===== config.mk =====
export PLATFORM = sky130hd
export DESIGN_NAME = bridge_init_term
export DESIGN_NICKNAME = d
export VERILOG_FILES = /design/src/rtl/bitc_pkg.sv /design/src/rtl/bitc_devsel_win.sv /design/src/rtl/bitc_lat_timer.sv /design/src/rtl/bitc_term_rules.sv /design/src/rtl/bridge_init_term.sv
export SDC_FILE = /design/constraint.sdc
export NUM_CORES = 1
export LEC_CHECK = 0
export ABC_AREA = 1
export ABC_CLOCK_PERIOD_IN_PS = 1660
export BUFFER_PORTS_ARGS = -buffer_cell sky130_fd_sc_hd__buf_4
export CAP_MARGIN = 15
export CORE_MARGIN = 2
export CORE_UTILIZATION = 50
export CTS_BUF_LIST = sky130_fd_sc_hd__clkbuf_4 sky130_fd_sc_hd__clkbuf_8
export CTS_CLUSTER_DIAMETER = 100
export DETAILED_ROUTE_END_ITERATION = 16
export GPL_ROUTABILITY_DRIVEN = 0
export PLACE_DENSITY_LB_ADDON = 0.25
export SLEW_MARGIN = 0
export SYNTH_ARGS = -nofsm -noshare
export SYNTH_HDL_FRONTEND = slang
export SYNTH_SLANG_ARGS = --single-unit

===== constraint.sdc =====
create_clock -name clk -period 1.66 [get_ports clk]
set_input_delay 0.083 -clock clk [delete_from_list [all_inputs] [get_ports clk]]
set_output_delay 0.083 -clock clk [all_outputs]
set_load 0.02 [all_outputs]

===== src/rtl/bitc_pkg.sv =====
package bitc_pkg;

   typedef enum logic [2:0] {
      K_DLY_WR = 3'd0,
      K_NP_RD  = 3'd1,
      K_PF_RD  = 3'd2,
      K_PST_WR = 3'd3,
      K_BURST  = 3'd4
   } kind_e;

   typedef enum logic [2:0] {
      T_NORMAL = 3'd0,
      T_MABORT = 3'd1,
      T_TABORT = 3'd2,
      T_RETRY  = 3'd3,
      T_DISC   = 3'd4,
      T_LATEXP = 3'd5
   } term_e;

   typedef enum logic [1:0] {
      S_IDLE = 2'd0,
      S_ACT  = 2'd1,
      S_TURN = 2'd2
   } st_e;

endpackage


===== src/rtl/bitc_devsel_win.sv =====
module bitc_devsel_win #(
   parameter int DEVSEL_WIN = 5
) (
   input  logic clk,
   input  logic rst_n,
   input  logic arm,
   input  logic active,
   input  logic devsel_n,
   output logic claim,
   output logic expire
);
   localparam int CW = (DEVSEL_WIN > 1) ? $clog2(DEVSEL_WIN) : 1;
   localparam logic [CW-1:0] LAST = CW'(DEVSEL_WIN - 1);

   logic [CW-1:0] cnt_q;
   logic          seen_q;

   always_ff @(posedge clk or negedge rst_n) begin
      if (!rst_n) begin
         cnt_q  <= '0;
         seen_q <= 1'b0;
      end else if (arm) begin
         cnt_q  <= '0;
         seen_q <= 1'b0;
      end else if (active && !seen_q) begin
         if (!devsel_n) seen_q <= 1'b1;
         else if (cnt_q != LAST) cnt_q <= cnt_q + 1'b1;
      end
   end

   assign claim  = seen_q | ~devsel_n;
   assign expire = active & ~seen_q & devsel_n & (cnt_q == LAST);

endmodule


===== src/rtl/bitc_lat_timer.sv =====
module bitc_lat_timer #(
   parameter int LAT_W = 8
) (
   input  logic             clk,
   input  logic             rst_n,
   input  logic             load,
   input  logic [LAT_W-1:0] load_val,
   input  logic             active,
   output logic             expired
);
   logic [LAT_W-1:0] cnt_q;

   always_ff @(posedge clk or negedge rst_n) begin
      if (!rst_n)                    cnt_q <= '0;
      else if (load)                 cnt_q <= load_val;
      else if (active && cnt_q != '0) cnt_q <= cnt_q - 1'b1;
   end

   assign expired = (cnt_q == '0);

endmodule


===== src/rtl/bitc_term_rules.sv =====
module bitc_term_rules
   import bitc_pkg::*;
#(
   parameter int CNT_W  = 8,
   parameter int LINE_W = 6
) (
   input  logic              active,
   input  kind_e             kind,
   input  logic              mwi,
   input  logic              claim,
   input  logic              expire,
   input  logic              devsel_n,
   input  logic              trdy_n,
   input  logic              stop_n,
   input  logic              gnt_n,
   input  logic              lat_exp,
   input  logic [CNT_W-1:0]  rem,
   input  logic [LINE_W-3:0] line_off,
   output logic              xfer,
   output logic              fin,
   output term_e             code,
   output logic              relaunch
);
   logic line_end, rem_one, stop_hit, kind_done, multi, lat_hit;

   assign line_end = &line_off;
   assign rem_one  = (rem == CNT_W'(1));

   always_comb begin
      xfer      = active & ~devsel_n & ~trdy_n;
      stop_hit  = active & ~stop_n & claim;
      kind_done = 1'b0;
      multi     = 1'b0;
      case (kind)
         K_DLY_WR, K_NP_RD: kind_done = xfer;
         K_PF_RD: begin
            kind_done = xfer & line_end;
            multi     = 1'b1;
         end
         K_PST_WR, K_BURST: begin
            kind_done = xfer & rem_one;
            multi     = 1'b1;
         end
         default: kind_done = 1'b0;
      endcase
      lat_hit = active & claim & multi & lat_exp & gnt_n & ~mwi;

      fin  = 1'b1;
      code = T_NORMAL;
      if (expire)                    code = T_MABORT;
      else if (stop_hit && devsel_n) code = T_TABORT;
      else if (stop_hit && trdy_n)   code = T_RETRY;
      else if (stop_hit)             code = T_DISC;
      else if (kind_done)            code = T_NORMAL;
      else if (lat_hit)              code = T_LATEXP;
      else                           fin  = 1'b0;

      relaunch = fin & (code == T_LATEXP) & (kind == K_PST_WR);
   end

endmodule


===== src/rtl/bridge_init_term.sv =====
module bridge_init_term
   import bitc_pkg::*;
#(
   parameter int ADDR_W     = 32,
   parameter int CNT_W      = 8,
   parameter int LAT_W      = 8,
   parameter int LINE_BYTES = 64,
   parameter int DEVSEL_WIN = 5
) (
   input  logic              clk,
   input  logic              rst_n,
   input  logic              start,
   input  logic [2:0]        kind,
   input  logic              mwi,
   input  logic              bus_sec,
   input  logic [ADDR_W-1:0] start_addr,
   input  logic [CNT_W-1:0]  dword_cnt,
   input  logic [LAT_W-1:0]  lat_init,
   input  logic              gnt_n,
   input  logic              devsel_n,
   input  logic              trdy_n,
   input  logic              stop_n,
   output logic              frame_n,
   output logic              busy,
   output logic [ADDR_W-1:0] cur_addr,
   output logic [CNT_W-1:0]  rem_out,
   output logic              done,
   output logic [2:0]        done_code,
   output logic              ma_pri_set,
   output logic              ma_sec_set,
   output logic              flush
);
   localparam int LINE_W = $clog2(LINE_BYTES);

   generate
      if (LINE_BYTES < 8 || (LINE_BYTES & (LINE_BYTES - 1)) != 0) begin : g_bad_line
         $error("LINE_BYTES must be a power of two of at least 8");
      end
      if (LINE_W > ADDR_W) begin : g_bad_addr
         $error("ADDR_W too narrow for LINE_BYTES");
      end
      if (DEVSEL_WIN < 1) begin : g_bad_win
         $error("DEVSEL_WIN must be at least 1");
      end
      if (CNT_W < 1 || LAT_W < 1) begin : g_bad_cnt
         $error("counter widths must be positive");
      end
   endgenerate

   st_e              st_q;
   logic [ADDR_W-1:0] addr_q;
   logic [CNT_W-1:0]  rem_q;
   kind_e            kind_q;
   logic             mwi_q, bus_q, relaunch_q;
   logic [LAT_W-1:0] lat_q;
   logic             frame_q, done_q, ma_pri_q, ma_sec_q, flush_q;
   term_e            code_q;

   logic             active, arm;
   logic [LAT_W-1:0] lat_load_val;
   logic             claim, expire, lat_exp;
   logic             xfer, fin, relaunch;
   term_e            code;

   assign active       = (st_q == S_ACT);
   assign arm          = ((st_q == S_IDLE) && start) || ((st_q == S_TURN) && relaunch_q);
   assign lat_load_val = (st_q == S_IDLE) ? lat_init : lat_q;

   bitc_devsel_win #(.DEVSEL_WIN(DEVSEL_WIN)) u_win (
      .clk      (clk),
      .rst_n    (rst_n),
      .arm      (arm),
      .active   (active),
      .devsel_n (devsel_n),
      .claim    (claim),
      .expire   (expire)
   );

   bitc_lat_timer #(.LAT_W(LAT_W)) u_lat (
      .clk      (clk),
      .rst_n    (rst_n),
      .load     (arm),
      .load_val (lat_load_val),
      .active   (active),
      .expired  (lat_exp)
   );

   bitc_term_rules #(.CNT_W(CNT_W), .LINE_W(LINE_W)) u_rules (
      .active   (active),
      .kind     (kind_q),
      .mwi      (mwi_q),
      .claim    (claim),
      .expire   (expire),
      .devsel_n (devsel_n),
      .trdy_n   (trdy_n),
      .stop_n   (stop_n),
      .gnt_n    (gnt_n),
      .lat_exp  (lat_exp),
      .rem      (rem_q),
      .line_off (addr_q[LINE_W-1:2]),
      .xfer     (xfer),
      .fin      (fin),
      .code     (code),
      .relaunch (relaunch)
   );

   always_ff @(posedge clk or negedge rst_n) begin
      if (!rst_n) begin
         st_q       <= S_IDLE;
         addr_q     <= '0;
         rem_q      <= '0;
         kind_q     <= K_DLY_WR;
         mwi_q      <= 1'b0;
         bus_q      <= 1'b0;
         lat_q      <= '0;
         relaunch_q <= 1'b0;
         frame_q    <= 1'b1;
         done_q     <= 1'b0;
         code_q     <= T_NORMAL;
         ma_pri_q   <= 1'b0;
         ma_sec_q   <= 1'b0;
         flush_q    <= 1'b0;
      end else begin
         done_q   <= 1'b0;
         ma_pri_q <= 1'b0;
         ma_sec_q <= 1'b0;
         flush_q  <= 1'b0;
         case (st_q)
            S_IDLE: begin
               if (start) begin
                  addr_q  <= start_addr;
                  rem_q   <= dword_cnt;
                  kind_q  <= kind_e'(kind);
                  mwi_q   <= mwi;
                  bus_q   <= bus_sec;
                  lat_q   <= lat_init;
                  frame_q <= 1'b0;
                  st_q    <= S_ACT;
               end
            end
            S_ACT: begin
               if (xfer) begin
                  addr_q <= addr_q + ADDR_W'(4);
                  if (rem_q != '0) rem_q <= rem_q - 1'b1;
               end
               if (fin) begin
                  frame_q    <= 1'b1;
                  st_q       <= S_TURN;
                  relaunch_q <= relaunch;
                  if (!relaunch) begin
                     done_q <= 1'b1;
                     code_q <= code;
                  end
                  if (code == T_MABORT) begin
                     ma_pri_q <= ~bus_q;
                     ma_sec_q <= bus_q;
                     if (kind_q == K_PST_WR) begin
                        flush_q <= 1'b1;
                        rem_q   <= '0;
                     end
                  end
               end
            end
            S_TURN: begin
               if (relaunch_q) begin
                  relaunch_q <= 1'b0;
                  frame_q    <= 1'b0;
                  st_q       <= S_ACT;
               end else begin
                  st_q <= S_IDLE;
               end
            end
            default: st_q <= S_IDLE;
         endcase
      end
   end

   assign frame_n    = frame_q;
   assign busy       = (st_q != S_IDLE);
   assign cur_addr   = addr_q;
   assign rem_out    = rem_q;
   assign done       = done_q;
   assign done_code  = code_q;
   assign ma_pri_set = ma_pri_q;
   assign ma_sec_set = ma_sec_q;
   assign flush      = flush_q;

endmodule


# [Word-level counts from Yosys, hierarchy flattened]
# Index checks and enable logic that the tools add are counted.
[op_classes] n_addsub=4 div_mod_pow=0 n_eq_ne=16 n_reduce_logical=34 order_cmp=0 mul=0 mux=57 n_bitwise=24 shift=0
[op_table] op="two-way mux 8 bit" n=9
[op_table] op="two-way mux 32 bit" n=2
[op_table] op="case mux 32 bit (2 select lines)" n=1
[op_table] op="adder 32 x 3 -> 32 bit, second input constant" n=1
[op_table] op="two-way mux 3 bit" n=10
[op_table] op="two-way mux 1 bit" n=28
[op_table] op="AND 1 bit" n=16
[op_table] op="case mux 8 bit (2 select lines)" n=1
[op_table] op="nonzero test 8 bit" n=2
[op_table] op="subtractor 8 x 1 -> 8 bit, second input constant" n=2
[op_table] op="nonzero test 2 bit" n=7
[op_table] op="AND reduction 2 bit" n=5
[op_table] op="== test 3 bit, second input constant" n=3
[op_table] op="AND reduction 3 bit" n=3
[op_table] op="== test 8 x 1 -> 1 bit, second input constant" n=1
[op_table] op="zero test 8 bit" n=1
[op_table] op="AND reduction 4 bit" n=2
[op_table] op="NOT 1 bit" n=7
[op_table] op="== test 3 x 1 -> 1 bit, second input constant" n=2
[op_table] op="== test 3 x 2 -> 1 bit, second input constant" n=2
[op_table] op="logical AND 1 bit" n=6
[op_table] op="inequality test 2 bit, second input constant" n=3
[op_table] op="case mux 1 bit (3 select lines)" n=2
[op_table] op="case mux 2 bit (3 select lines)" n=1
[op_table] op="other kinds (15)" n=18
[word_totals] ram_bits=0 latch_bits=0 mem_count=0 elab_cells=152 register_bits=76 mem_bits_ro=0 inputBits=60

# [Longest topological paths before layout]
[depth] depth_word=19 depth_mapped=13 mapped_depth_nobuf=13

# [By module]
# Synthesis repeated with hierarchy kept, for this count alone.
[hier_totals] cells_unflattened=786 hier_area_um2=5091.1
[modules_own_cells] module="bridge_init_term" seq_area_each_um2=1602.8 instances=1 area_each_um2=3950.0 cells_per_inst=593
[modules_own_cells] module="bitc_lat_timer" seq_area_each_um2=200.2 instances=1 area_each_um2=596.8 cells_per_inst=93
[modules_own_cells] module="bitc_devsel_win" seq_area_each_um2=100.1 instances=1 area_each_um2=281.5 cells_per_inst=41
[modules_own_cells] module="bitc_term_rules" seq_area_each_um2=0.0 instances=1 area_each_um2=262.8 cells_per_inst=59

# [Worst setup path after synthesis]
# No wires, ideal clock.
[synth_path] path_type="flip-flop to flip-flop" startpoint="reg addr_q[2] (netlist: cur_addr[2])" endpoint="reg code_q[1] (netlist: done_code[1])" path_stages_with_launch=13 setup_ns=0.130 period_less_slack_ns=1.731 t_arrival_ns=1.601 slack_ns=-0.071 path_cell_list="dfrtp_1 -> ha_1 -> nand3_2 -> nor2_1 -> nor2_1 -> nand2_1 -> nand2_2 -> nand2_2 -> nand2_2 -> nand4_2 -> nand2_2 -> nand2_1 -> nand2_1"
[synth_between] elab_chain_len=13 word_cells_on_any_way=18
[synth_rtl] element="start, declared" line_no="bridge_init_term.sv:51" text="logic [ADDR_W-1:0] addr_q;"
[synth_rtl] element="start signal, assigned" line_no="bridge_init_term.sv:131" text="addr_q <= start_addr;"
[synth_rtl] element="start signal, assigned" line_no="bridge_init_term.sv:143" text="addr_q <= addr_q + ADDR_W'(4);"
[synth_rtl] element="AND reduction 4 bit *" line_no="bitc_term_rules.sv:26" text="assign line_end = &line_off;"
[synth_rtl] element="AND 1 bit *" line_no="bitc_term_rules.sv:37" text="kind_done = xfer & line_end;"
[synth_rtl] element="case mux 1 bit (3 select lines) *" line_no="bitc_term_rules.sv:34" text="case (kind)"
[synth_rtl] element="two-way mux 3 bit" line_no="bitc_term_rules.sv:54" text="else if (kind_done) code = T_NORMAL;"
[synth_rtl] element="two-way mux 3 bit" line_no="bitc_term_rules.sv:53" text="else if (stop_hit) code = T_DISC;"
[synth_rtl] element="two-way mux 3 bit" line_no="bitc_term_rules.sv:52" text="else if (stop_hit && trdy_n) code = T_RETRY;"
[synth_rtl] element="two-way mux 3 bit" line_no="bitc_term_rules.sv:51" text="else if (stop_hit && devsel_n) code = T_TABORT;"
[synth_rtl] element="two-way mux 3 bit" line_no="bitc_term_rules.sv:50" text="if (expire) code = T_MABORT;"
[synth_rtl] element="== test 3 bit" line_no="bitc_term_rules.sv:58" text="relaunch = fin & (code == T_LATEXP) & (kind == K_PST_WR);"
[synth_rtl] element="AND 1 bit (2 in series)" line_no="bitc_term_rules.sv:58"
[synth_rtl] element="NOT 1 bit (no source line)"
[synth_rtl] element="AND reduction 3 bit (no source line)"
[synth_rtl] element="end signal, assigned" line_no="bridge_init_term.sv:152" text="code_q <= code;"
[synth_rtl] element="end, declared" line_no="bridge_init_term.sv:57" text="term_e code_q;"
# Mark *: on every way between the ends. The rest lies on a longest branch, timed or not.
# A chain may end at the register's enable or synchronous reset.

# [Final worst setup path]
[layout_path] startpoint="reg st_q[1]" endpoint="reg addr_q[10] (netlist: cur_addr[10])"
[layout_between] elab_chain_len=5 word_cells_on_any_way=9
[layout_rtl] element="start, declared" line_no="bridge_init_term.sv:50" text="st_e st_q;"
[layout_rtl] element="start signal, assigned" line_no="bridge_init_term.sv:109" text="st_q <= S_IDLE;"
[layout_rtl] element="start signal, assigned" line_no="bridge_init_term.sv:138" text="st_q <= S_ACT;"
[layout_rtl] element="start signal, assigned" line_no="bridge_init_term.sv:148" text="st_q <= S_TURN;"
[layout_rtl] element="== test 2 x 1 -> 1 bit" line_no="bridge_init_term.sv:65, bridge_init_term.sv:128"
[layout_rtl] element="AND 1 bit (2 in series)" line_no="bitc_term_rules.sv:30" text="xfer = active & ~devsel_n & ~trdy_n;"
[layout_rtl] element="inequality test 2 x 1 -> 1 bit (no source line)"
[layout_rtl] element="AND reduction 3 bit (no source line)"
# Several ways; a longest one is shown, not always the timed one.

==> results.json <==
{
  "holdCritPathClass": "in2reg",
  "hpwl_mm": 10.6,
  "violations": "negative setup slack",
  "reg2reg_from": "st_q[1]",
  "yosysTopAreaCell": "dfrtp_1",
  "p_switching_mw": 6.41,
  "finalCriticalPeriod_ns": 1.71,
  "synth_warnings": 0,
  "drive_gt1_frac": 0.318,
  "maxSlewViolCount": 0,
  "crit_required_ns": 1.92,
  "critical-path-slowest-cell": "dfrtp_1",
  "clkSinkCount": 76,
  "setup_viol": 5,
  "max_stage_delay_ns": 0.38,
  "postPlaceCellArea_mm2": 0.00598,
  "pin_count": 109,
  "cts_buffer_depth": 2,
  "ctsRootBufferMaster": "clkbuf_8",
  "cts_buffers": 9,
  "synth-seq-cells": 76,
  "drtPass1Iterations": 5,
  "synthMostInstantiatedCell": "nand2_1",
  "met1_length_mm": 6.22,
  "finalCritPeriodShare": 1.03,
  "fin_ws_ns": -0.0454,
  "reg2reg_to": "cur_addr[10]",
  "synthArstFlopShare": 1.00,
  "synth_area_leaders": "dfrtp_1 (39%), nand2_1 (13%), inv_1 (6.7%)",
  "die_area_mm2": 0.0103,
  "clkLatencyLatePin_ns": 0.36,
  "die_w_um": 102,
  "synthTopCellsByCount": "nand2_1 (163), inv_1 (85), dfrtp_1 (75), nor2_1 (73), o21ai_0 (58)",
  "power_frac_comb": 0.620,
  "fmax_mhz": 586,
  "nets": 915,
  "grt_pass1_wl_mm": 22.9,
  "end_kind": "flip-flop",
  "initial_core_util": 0.516,
  "drc": 0,
  "synth_nets": 732,
  "path_depth": 9,
  "outcome": "complete, but fails checks",
  "r2r_setup_slack_ns": -0.05,
  "finalHoldViolCount": 0,
  "cp_cell_sequence": "inv_2 -> nand2_4 -> nor3_4 -> buf_6 -> nor2_4 -> inv_4 -> buf_12 -> o21ai_0 -> o22ai_1",
  "route.top_layer_used": "met4",
  "path_buf_inv": 4,
  "yosysTopAreaCellShare": 0.394,
  "p_per_area_mw_per_mm2": 1930,
  "route.met2.wl_mm": 7.56,
  "critPathLaunchType": "flip-flop",
  "internal-power_mw": 6.70,
  "synth_edf_count": 0,
  "synthFlopType": "dfrtp_1",
  "skew_ns": 0.0119,
  "h-tree-depth": 3,
  "hold-path-cell-count": 3,
  "grt_start_max_net_pins": 32,
  "worstSetupEndpoint": "cur_addr[10]",
  "reg2reg_depth": 9,
  "synth_area_mm2": 0.00477,
  "core-area_mm2": 0.00924,
  "clkPwrFrac": 0.101,
  "path_clk_slew_ns": 0.08,
  "rsz0062_at_grt": "true",
  "max_slew_margin": 0.702,
  "ys_seq_area_frac": 0.399,
  "cp_max_fo": 15,
  "netlist_instances": 664,
  "rows": 35,
  "vias_per_cell": 5.53,
  "grt_usage": 0.280,
  "power.share.switching": 0.489,
  "final_area_mm2": 0.00679,
  "drt_wl_total_mm": 15.4,
  "antenna_left": 0,
  "cts_tree": "done",
  "die_height_um": 102,
  "areaGrowthSynthToFinish_pct": 42.3,
  "seq_power_share": 0.279,
  "ys_types": 42,
  "min_from": "start_addr[3]",
  "port_buffers": 108,
  "dp_cells": 922,
  "vias": 5429,
  "fin_util": 0.734,
  "crit_start": "st_q[1]",
  "dr.first_iter.drc_count": 439,
  "critical_path_class": "reg2reg",
  "route.met3.wl_mm": 1.28,
  "critical_path.top_delay_family": "buffers and inverters",
  "insertedDiodeCount": 0,
  "syn_avg_cell_area_um2": 7.18,
  "grt_overflow": 0,
  "cp.arrival_ns": 1.97,
  "worst_pin_slew_ns": 0.443,
  "leakage_nw": 3.33,
  "vdd_drop_max_mv": 0.956,
  "routedWlPerCell_um": 15.7,
  "instances_no_fill": 981,
  "drv_cap": 0,
  "grt_pass1_vias": 4979,
  "antenna_found_initial": 0
}
[worst reg2reg max path, delay by kind of cell, from the launching register on]
kind	cells	cell delay, ns
AOI/OAI and AO/OA	2	0.34
buffers and inverters	4	0.54
and+or+nand+nor	3	0.36
DFF	1	0.38
[cell usage in the layout (no fill, tap or decap), types with 9 or more instances in the layout]
| cell | instances |
|---|---|
| clkbuf_8 | 10 |
| dfrtp_1 | 66 |
| nor2_2 | 16 |
| nand2_1 | 153 |
| nor2_4 | 9 |
| inv_2 | 9 |
| dlygate4sd3_1 | 19 |
| buf_4 | 160 |
| o21ai_1 | 13 |
| nand2_2 | 14 |
| xor2_1 | 12 |
| o21ai_0 | 54 |
| nor2_1 | 60 |
| o22ai_1 | 9 |
| dfrtp_2 | 9 |
| inv_1 | 82 |
| o211ai_1 | 22 |
| nand3_1 | 48 |
[state kept, by name (all words and copies together) (netlist names)]
signal        cells
mwi_q             1
done              1
lat_q             8
relaunch_q        1
ma_sec_set        1
st_q              2
u_lat.cnt_q       8
rem_out           8
cur_addr         32
done_code         3
frame_n           1
u_win.cnt_q       3
bus_q             1
flush             1
u_win.seen_q      1
ma_pri_set        1
kind_q            3
[final cells by class]
cell class / count / area [um2]
well taps: 129 / 161
clock inverters: 4 / 25.0
inverters: 94 / 362
clock buffers: 12 / 153
fillers: 689 / 2450
repair inverters: 1 / 7.51
flip-flops and latches: 76 / 1910
multi-input cells: 475 / 2590
repair buffers: 190 / 1570
[metrics by stage]
step	worst slack (ns)	setup TNS, ns	hold WS (ns)	total power [mW]
4_1_cts	-0.00652	-0.0170	0.00273	12.2
2_1_floorplan	0.0265	0	-0.213	8.01
5_1_grt	-0.138	-1.52	0.0292	14.0
6_report	-0.0454	-0.102	0.0169	13.1
3_3_place_gp	0.0416	0	0.0390	10.5
3_5_place_dp	-0.0587	-0.0736	0.0447	10.8
[per-layer routing]
metal  track usage  vias to the layer above
met2         0.448                      286
li1              -                     2523
met1         0.373                     2579
met5             0                        -
met3        0.0504                       41
met4         0.120                        0
[power groups by stage]
stage / registers, mW / clock network (mW) / logic [mW]
global placement: 3.54 / 0 / 6.95
detailed placement: 3.59 / 0 / 7.20
floorplan: 4.15 / 0 / 3.86
finish: 3.66 / 1.33 / 8.12
global route: 3.72 / 1.41 / 8.90
CTS: 3.56 / 1.33 / 7.28
[kinds of logic (layout without fill, tap and decap cells)]
family	after synthesis	in the layout	share of synthesized area
compound gates	122	122	0.151
fa+ha+maj	8	8	0.0210
flops	76	76	0.399
buf+inv	113	301	0.0940
simple gates	331	331	0.309
xor+xnor	14	14	0.0257
[how the worst min path moves through the flow]
stage                   endpoint  slack (ns)
detailed placement    rem_out[3]        0.04
CTS                 cur_addr[23]       0.003
floorplan                  bus_q       -0.21
global route        cur_addr[23]        0.03
global placement      rem_out[4]        0.04
finish               cur_addr[3]        0.02
[timing repair]
action / in CTS / in global routing
hold buffers: 19 / 0
pin swaps: 0 / 29
endpoints found under the hold margin: 46 / 0
buffers inserted: 0 / 21
resized for setup: 2 / 66
gates cloned: 0 / 3
setup endpoints to repair: 3 / 42
(Power assumes the default switching activity.)
